File: config.mk
export PLATFORM = sky130hd
export DESIGN_NAME = wr_burst_capture
export DESIGN_NICKNAME = d
export VERILOG_FILES = /design/src/rtl/wbc_pkg.sv /design/src/rtl/wbc_lat_pipe.sv /design/src/rtl/wbc_beat_map.sv /design/src/rtl/wbc_store.sv /design/src/rtl/wr_burst_capture.sv
export SDC_FILE = /design/constraint.sdc
export NUM_CORES = 2
export LEC_CHECK = 0
export BUFFER_PORTS_ARGS = -buffer_cell sky130_fd_sc_hd__clkbuf_2
export CAP_MARGIN = 10
export CORE_MARGIN = 8
export CORE_UTILIZATION = 45
export CTS_CLUSTER_SIZE = 24
export DETAILED_ROUTE_END_ITERATION = 10
export PLACE_DENSITY_LB_ADDON = 0.3
export SLEW_MARGIN = 0
export SYNTH_ARGS = -nofsm -noshare
export SYNTH_HDL_FRONTEND = slang
export SYNTH_SLANG_ARGS = --single-unit
File: constraint.sdc
create_clock -name clk -period 4.84 [get_ports clk]
set_input_delay 0.484 -clock clk [delete_from_list [all_inputs] [get_ports clk]]
set_output_delay 0.484 -clock clk [all_outputs]
set_load 0.02 [all_outputs]
File: src/rtl/wbc_pkg.sv
`timescale 1ns/1ps
package wbc_pkg;
  // two capture lanes per clock: rising-edge beat and falling-edge beat
  localparam int LANES = 2;

  typedef enum logic {
    HALF_FIRST  = 1'b0,
    HALF_SECOND = 1'b1
  } half_e;
endpackage

File: src/rtl/wbc_lat_pipe.sv
`timescale 1ns/1ps
module wbc_lat_pipe #(
  parameter int BANK_W = 2,
  parameter int ADDR_W = 4,
  parameter int RL_W   = 4,
  parameter int RL_MAX = 8
) (
  input  logic              clk,
  input  logic              rst_n,
  input  logic [RL_W-1:0]   cfg_rl,
  input  logic              cfg_bl4,
  input  logic              acc_wr,
  input  logic [BANK_W-1:0] in_bank,
  input  logic [ADDR_W-1:0] in_addr,
  output logic              due,
  output wbc_pkg::half_e    due_half,
  output logic [BANK_W-1:0] due_bank,
  output logic [ADDR_W-1:0] due_addr,
  output logic              err_overlap
);
  localparam int NSTG = RL_MAX + 1;

  logic [NSTG-1:0]   v_q, v_d;
  logic [BANK_W-1:0] b_q [NSTG];
  logic [BANK_W-1:0] b_d [NSTG];
  logic [ADDR_W-1:0] a_q [NSTG];
  logic [ADDR_W-1:0] a_d [NSTG];
  logic              tv_q, tv_d;
  logic [BANK_W-1:0] tb_q, tb_d;
  logic [ADDR_W-1:0] ta_q, ta_d;
  logic              err_q, err_d;
  logic              rl_ok, clash, take, busy;

  // next state: shift toward stage 0, insert at stage cfg_rl
  always_comb begin
    rl_ok = (cfg_rl <= RL_W'(RL_MAX));
    clash = acc_wr & cfg_bl4 & rl_ok & v_q[cfg_rl];
    take  = acc_wr & rl_ok & ~clash;
    v_d   = {1'b0, v_q[NSTG-1:1]};
    for (int k = 0; k < NSTG - 1; k++) begin
      b_d[k] = b_q[k+1];
      a_d[k] = a_q[k+1];
    end
    b_d[NSTG-1] = '0;
    a_d[NSTG-1] = '0;
    for (int k = 0; k < NSTG; k++) begin
      if (take && (cfg_rl == RL_W'(k))) begin
        v_d[k] = 1'b1;
        b_d[k] = in_bank;
        a_d[k] = in_addr;
      end
    end
    tv_d  = v_q[0] & cfg_bl4;
    tb_d  = b_q[0];
    ta_d  = a_q[0];
    err_d = clash;
  end

  always_ff @(posedge clk or negedge rst_n) begin
    if (!rst_n) begin
      v_q   <= '0;
      tv_q  <= 1'b0;
      tb_q  <= '0;
      ta_q  <= '0;
      err_q <= 1'b0;
      for (int k = 0; k < NSTG; k++) begin
        b_q[k] <= '0;
        a_q[k] <= '0;
      end
    end else begin
      v_q   <= v_d;
      tv_q  <= tv_d;
      tb_q  <= tb_d;
      ta_q  <= ta_d;
      err_q <= err_d;
      for (int k = 0; k < NSTG; k++) begin
        b_q[k] <= b_d[k];
        a_q[k] <= a_d[k];
      end
    end
  end

  assign busy        = (|v_q) | tv_q;
  assign due         = tv_q | v_q[0];
  assign due_half    = tv_q ? wbc_pkg::HALF_SECOND : wbc_pkg::HALF_FIRST;
  assign due_bank    = tv_q ? tb_q : b_q[0];
  assign due_addr    = tv_q ? ta_q : a_q[0];
  assign err_overlap = err_q;


  one_slot_chk: assert property (@(posedge clk) disable iff (!rst_n)
    !(tv_q && v_q[0]));


  err_cause_chk: assert property (@(posedge clk) disable iff (!rst_n)
    err_q |-> $past(acc_wr && cfg_bl4));


  cfg_hold_chk: assert property (@(posedge clk) disable iff (!rst_n)
    busy |-> ($stable(cfg_rl) && $stable(cfg_bl4)));

  for (genvar k = 0; k < NSTG - 1; k++) begin : g_shift

    shift_chk: assert property (@(posedge clk) disable iff (!rst_n)
      v_q[k+1] |=> v_q[k]);
  end
endmodule

File: src/rtl/wbc_beat_map.sv
`timescale 1ns/1ps
module wbc_beat_map #(
  parameter int ADDR_W = 4,
  parameter int BYTES  = 2,
  localparam int DW    = BYTES * 8
) (
  input  logic                             due,
  input  wbc_pkg::half_e                   half,
  input  logic                             bl4,
  input  logic [ADDR_W-1:0]                base,
  input  logic [DW-1:0]                    dq_r,
  input  logic [DW-1:0]                    dq_f,
  input  logic [BYTES-1:0]                 dm_r,
  input  logic [BYTES-1:0]                 dm_f,
  output logic [wbc_pkg::LANES*BYTES-1:0]  we,
  output logic [ADDR_W-1:0]                wa [wbc_pkg::LANES],
  output logic [DW-1:0]                    wd [wbc_pkg::LANES]
);
  logic [ADDR_W-1:0] wrap_m;
  assign wrap_m = bl4 ? ADDR_W'(3) : ADDR_W'(1);

  for (genvar l = 0; l < wbc_pkg::LANES; l++) begin : g_lane
    logic [ADDR_W-1:0] idx;
    logic [ADDR_W-1:0] sum;
    logic [BYTES-1:0]  msk;
    assign idx = {{(ADDR_W-2){1'b0}}, half == wbc_pkg::HALF_SECOND, 1'(l)};
    assign sum = base + idx;
    assign wa[l] = (base & ~wrap_m) | (sum & wrap_m);
    if (l == 0) begin : g_rise
      assign wd[l] = dq_r;
      assign msk   = dm_r;
    end else begin : g_fall
      assign wd[l] = dq_f;
      assign msk   = dm_f;
    end
    assign we[l*BYTES +: BYTES] = {BYTES{due}} & ~msk;
  end
endmodule

File: src/rtl/wbc_store.sv
`timescale 1ns/1ps
module wbc_store #(
  parameter int BANK_W = 2,
  parameter int ADDR_W = 4,
  parameter int BYTES  = 2,
  localparam int DW    = BYTES * 8,
  localparam int WORDS = 1 << (BANK_W + ADDR_W)
) (
  input  logic                            clk,
  input  logic                            rst_n,
  input  logic [wbc_pkg::LANES*BYTES-1:0] we,
  input  logic [BANK_W-1:0]               bank,
  input  logic [ADDR_W-1:0]               wa [wbc_pkg::LANES],
  input  logic [DW-1:0]                   wd [wbc_pkg::LANES],
  input  logic [BANK_W-1:0]               look_bank,
  input  logic [ADDR_W-1:0]               look_addr,
  output logic [DW-1:0]                   look_data
);
  logic [DW-1:0] mem [WORDS];

  always_ff @(posedge clk or negedge rst_n) begin
    if (!rst_n) begin
      for (int k = 0; k < WORDS; k++) mem[k] <= '0;
    end else begin
      for (int l = 0; l < wbc_pkg::LANES; l++) begin
        for (int b = 0; b < BYTES; b++) begin
          if (we[l*BYTES+b]) mem[{bank, wa[l]}][b*8 +: 8] <= wd[l][b*8 +: 8];
        end
      end
    end
  end

  assign look_data = mem[{look_bank, look_addr}];
endmodule

File: src/rtl/wr_burst_capture.sv
`timescale 1ns/1ps
module wr_burst_capture #(
  parameter int BANK_W = 2,
  parameter int ADDR_W = 4,
  parameter int BYTES  = 2,
  parameter int RL_W   = 4,
  parameter int RL_MAX = 8,
  localparam int DW    = BYTES * 8
) (
  input  logic              clk,
  input  logic              rst_n,
  input  logic [RL_W-1:0]   cfg_rl,
  input  logic              cfg_bl4,
  input  logic              cmd_wr,
  input  logic              cmd_rd,
  input  logic [BANK_W-1:0] cmd_bank,
  input  logic [ADDR_W-1:0] cmd_addr,
  input  logic [DW-1:0]     dq_rise,
  input  logic [DW-1:0]     dq_fall,
  input  logic [BYTES-1:0]  dm_rise,
  input  logic [BYTES-1:0]  dm_fall,
  input  logic [BANK_W-1:0] look_bank,
  input  logic [ADDR_W-1:0] look_addr,
  output logic [DW-1:0]     look_data,
  output logic              err_overlap
);
  localparam int LANES = wbc_pkg::LANES;

  logic                    acc_wr;
  logic                    due;
  wbc_pkg::half_e          due_half;
  logic [BANK_W-1:0]       due_bank;
  logic [ADDR_W-1:0]       due_addr;
  logic [LANES*BYTES-1:0]  we;
  logic [ADDR_W-1:0]       wa [LANES];
  logic [DW-1:0]           wd [LANES];

  // one command per cycle on the bus: a read in the same cycle blocks the write
  assign acc_wr = cmd_wr & ~cmd_rd;

  wbc_lat_pipe #(
    .BANK_W(BANK_W), .ADDR_W(ADDR_W), .RL_W(RL_W), .RL_MAX(RL_MAX)
  ) u_pipe (
    .clk(clk), .rst_n(rst_n), .cfg_rl(cfg_rl), .cfg_bl4(cfg_bl4),
    .acc_wr(acc_wr), .in_bank(cmd_bank), .in_addr(cmd_addr),
    .due(due), .due_half(due_half), .due_bank(due_bank), .due_addr(due_addr),
    .err_overlap(err_overlap)
  );

  wbc_beat_map #(.ADDR_W(ADDR_W), .BYTES(BYTES)) u_map (
    .due(due), .half(due_half), .bl4(cfg_bl4), .base(due_addr),
    .dq_r(dq_rise), .dq_f(dq_fall), .dm_r(dm_rise), .dm_f(dm_fall),
    .we(we), .wa(wa), .wd(wd)
  );

  wbc_store #(.BANK_W(BANK_W), .ADDR_W(ADDR_W), .BYTES(BYTES)) u_store (
    .clk(clk), .rst_n(rst_n), .we(we), .bank(due_bank), .wa(wa), .wd(wd),
    .look_bank(look_bank), .look_addr(look_addr), .look_data(look_data)
  );


  lane_addr_chk: assert property (@(posedge clk) disable iff (!rst_n)
    ((|we[BYTES-1:0]) && (|we[2*BYTES-1:BYTES])) |-> (wa[0] != wa[1]));
endmodule

==> results.md <==
* Register area share after synthesis at 43.6%
* Hold crit path type: in -> reg
* Final max-slew violation count at 0
* Critical Path Max Stage Delay at 0.68 ns
* Reg2reg path depth at 7
* Leak Pwr at 28.6 nW
* DRT iter0 DRCs at a little over 4,000
* Vias per std cell at approximately 6.1
* CTS tree: yes
* GP Congestion at 0.872
* Maximum vdd drop at 0.000281 V
* Synth Instances at 5,458
* Total vias in the final route at around 45,000
* Seq cells post-synth at between 1,000 and 1,500
* Prevailing post-synth register cell: dfrtp_1
* Reg-to-reg slack, setup at 1.12 ns
* Tmin final at about 4 ns
* Post-CTS setup buffers at 0
* Post-Syn Area at 62,800 sq um
* Crit path max fanout at 67
* Worst Setup End Kind: primary output
* RSZ-0062 raised after global routing: false
* Core area at 139,000 sq um
* Post-DP HPWL at 121,000 microns
* Row count at around 140
* Post-route insts no fill at 7,263
* Fillcell total at ~12,000
* Routed WL at 194,000 microns
* Final hold slack at 0.0912 ns
* Gr usage total at about a quarter
* Status: completed
* CTS sink cnt at 1,095
* Pin count of the biggest net entering global routing at ~150
* Post-layout util at roughly half
* CP Data Required Time at roughly 4.4 ns
* Hold Path Sink: u_pipe.err_overlap$_DFF_PN0_
* Final count of hold timing violations at 0
* Tcrit/Tclk final at between 80% and 90%
* Critical path arrival at roughly 3.5 ns
* Area Overhead vs Synth at 9.78%
* CP Launch Type: input port
* Power density cells at 327 nW/um^2
* Endpoints failing setup at 0
* Worst-Skew Late Latency at between 0.7 and 0.8 ns
* CTS Hold Bufs at 2
* Router iterations before antenna repair at 8
* Netlist cell types at 70
* HP Start: cfg_rl[2]
* Max_cap viols at 0
* Num CTS Buffers at between 100 and 150
* Post-Syn Nets at 5,515
* Post-synthesis async set-or-reset flop share at 100%
* H-Tree Depth at 3
* Final Skew at 0.0309 ns
* Initial Utilization at a little under half
* Grt ovf at 0
* CTS resizes at 0
* Detail Route Antenna Nets at 0
* DIE AREA at ~150,000 sq um
* Avg Inst Size Synth at 11.5 sq um
* Root buffer cell: clkbuf_16
* Max_slew headroom at between 10% and 20%
* FF-to-FF End: u_store.mem[60]$_DFF_PN0_
* Crit. Startpoint: look_addr[1]
* Worst-margin pin slew at between 1 and 1.5 ns
* Hold Path Stages at 3
* Fmax at 249 MHz
* Total I/O pin count at 74
* Post-Layout Inst Area at ~69,000 sq um
* WS Path Type: in -> out
* # port buffers at 73
* WL/cell at 26.7 microns
* Die W at slightly below 400 microns
* Post-synth EDFFs at 0
* Crit path cell chain: buf_8 -> buf_12 -> mux4_2 -> mux2i_1 -> nor2_1 -> a311oi_1 -> a211oi_1 -> buf_4 -> clkbuf_2
* Post-route setup TNS at 0 ns
* Max clock buf depth at 3
* Post-place instance area at around 65,000 sq um
* Clk slew on worst S/H paths at ~0.060 ns
* Crit Reg-Reg Startpoint: u_pipe.tv_q$_DFF_PN0_
* Slowest CP cell: a311oi_1
* Final net count at 5,342
* Synth warn at 0
* Vias in the first global route at roughly 45,000
* Share of cells above drive strength 1 at 27.0%
* Placed instance count at between 7,000 and 8,000
* # DRC at 0
* Initial antenna violation count at 3
* First-pass GRT wire length at 295,000 microns
* Die Y at between 300 and 400 microns
[cells by family after synthesis]
family | count (synthesis) | synth area share, %
AOI/OAI and AO/OA | 954 | 8.66
and+or+nand+nor | 1241 | 12.0
muxes | 1627 | 31.9
xor gates and xnor gates | 1 | 0.0438
DFF | 1095 | 43.6
buffers and inverters | 540 | 3.76
[cells in the mapped netlist, drive strengths merged, types with 3 or more instances]
library cell  count  area share [%]
and3b             7           0.098
mux2i           833              13
or3b              5           0.082
nor3             16            0.15
nor4            120             3.9
o21ai           457             3.7
clkbuf          327             2.0
a211oi           22            0.26
dfrtp          1095              44
a21oi           360             3.0
o22ai             9           0.090
a2111oi          27            0.60
and2             15            0.15
nand3b            4           0.048
nand4b            4           0.076
mux2            550             9.9
nand2           491             2.9
nand3            90            0.84
a221oi            7            0.15
and3              9           0.090
nor3b             4           0.082
nand2b            8           0.080
or4              24            0.29
and4              4           0.056
or2              13            0.13
a22oi            42            0.50
nor2b            17            0.17
nor2            397             2.7
nand4            11            0.14
mux4            244             8.7
a211o            10            0.14
inv               3           0.018
buf             210             1.8
a311oi            5           0.070
o2111ai           9            0.13
[state kept, by name, summed over array words and instances (netlist names)]
signal	cells
u_pipe.err_overlap	1
u_store.mem	1024
u_pipe.tb_d	2
u_pipe.ta_q	4
u_pipe.tv_q	1
u_pipe.v_q	9
u_pipe.a_q	32
u_pipe.b_q	16
u_pipe.ta_d	4
u_pipe.tb_q	2
[layout make-up]
cell class / instances / area, sq um / area share [%]
Antenna cell: 2 / 5.00 / 0.00726
Clock buffer: 165 / 3410 / 4.94
Clock inverter: 54 / 579 / 0.840
Inverter: 3 / 11.3 / 0.0163
Multi-Input combinational cell: 3823 / 33200 / 48.2
Sequential cell: 1095 / 27400 / 39.7
Tap cell: 1876 / 2350 / 3.40
Timing Repair Buffer: 245 / 1980 / 2.87
[layer usage]
| metal | GRT usage, % | up-vias | part of all wire (%) |
|---|---|---|---|
| li1 | - | 19600 | - |
| met1 | 34.2 | 22700 | 42 |
| met2 | 38.3 | 1808 | 45 |
| met3 | 6.35 | 448 | 8.6 |
| met4 | 10.2 | 2 | 4.3 |
| met5 | 0 | - | 0.0077 |
[power by group]
group | switching [mW] | internal [mW] | total (mW) | leakage, nW
clock network | 3.96 | 5.43 | 9.39 | 1.99
registers | 0.404 | 9.83 | 10.2 | 14.6
logic | 1.83 | 1.11 | 2.94 | 12.0
[worst max-delay path by stage]
stage | endpoint | slack [ns]
floorplan | look_data[12] | 1.61
global placement | look_data[9] | 0.86
detailed placement | look_data[9] | 0.89
CTS | look_data[9] | 0.90
global route | look_data[9] | 0.76
finish | look_data[9] | 0.82
[through the flow]
step | setup WS [ns] | power, mW
floorplan | 1.61 | 12.1
global placement | 0.862 | 13.2
detailed placement | 0.892 | 13.3
CTS | 0.896 | 22.7
global route | 0.761 | 23.3
finish | 0.818 | 22.6
[critical path, delay by kind of cell]
family,cells,cell delay [ns]
compound gates,2,0.93
buf+inv,4,1.19
mux,2,0.63
simple gates,1,0.12
[layout by cell type (no fill, tap or decap), types with 9 or more instances in the layout]
cell and count:
clkbuf_16 118, nor4_2 9, nand3_2 16, o21ai_0 211
a2111oi_2 25, nor2_2 16, or4_1 24, mux2_1 31
buf_2 19, buf_12 22, nand2_1 491, or2_2 13
mux2i_1 832, a211oi_1 22, dfrtp_1 1095, o2111ai_1 9
and3_1 9, o21ai_1 237, bufinv_16 10, o22ai_1 9
mux4_2 244, a21oi_1 353, clkbuf_8 28, clkbuf_1 19
nand4_1 9, nand3_1 74, a22oi_1 41, clkbuf_2 48
nor2_1 366, a211o_1 10, buf_4 149, nor4_4 109
o21ai_4 9, and2_1 13, nor3_1 13, clkinv_2 32
nor2b_1 15, mux2_2 517
Note: power is estimated with default switching activity, not from simulation.
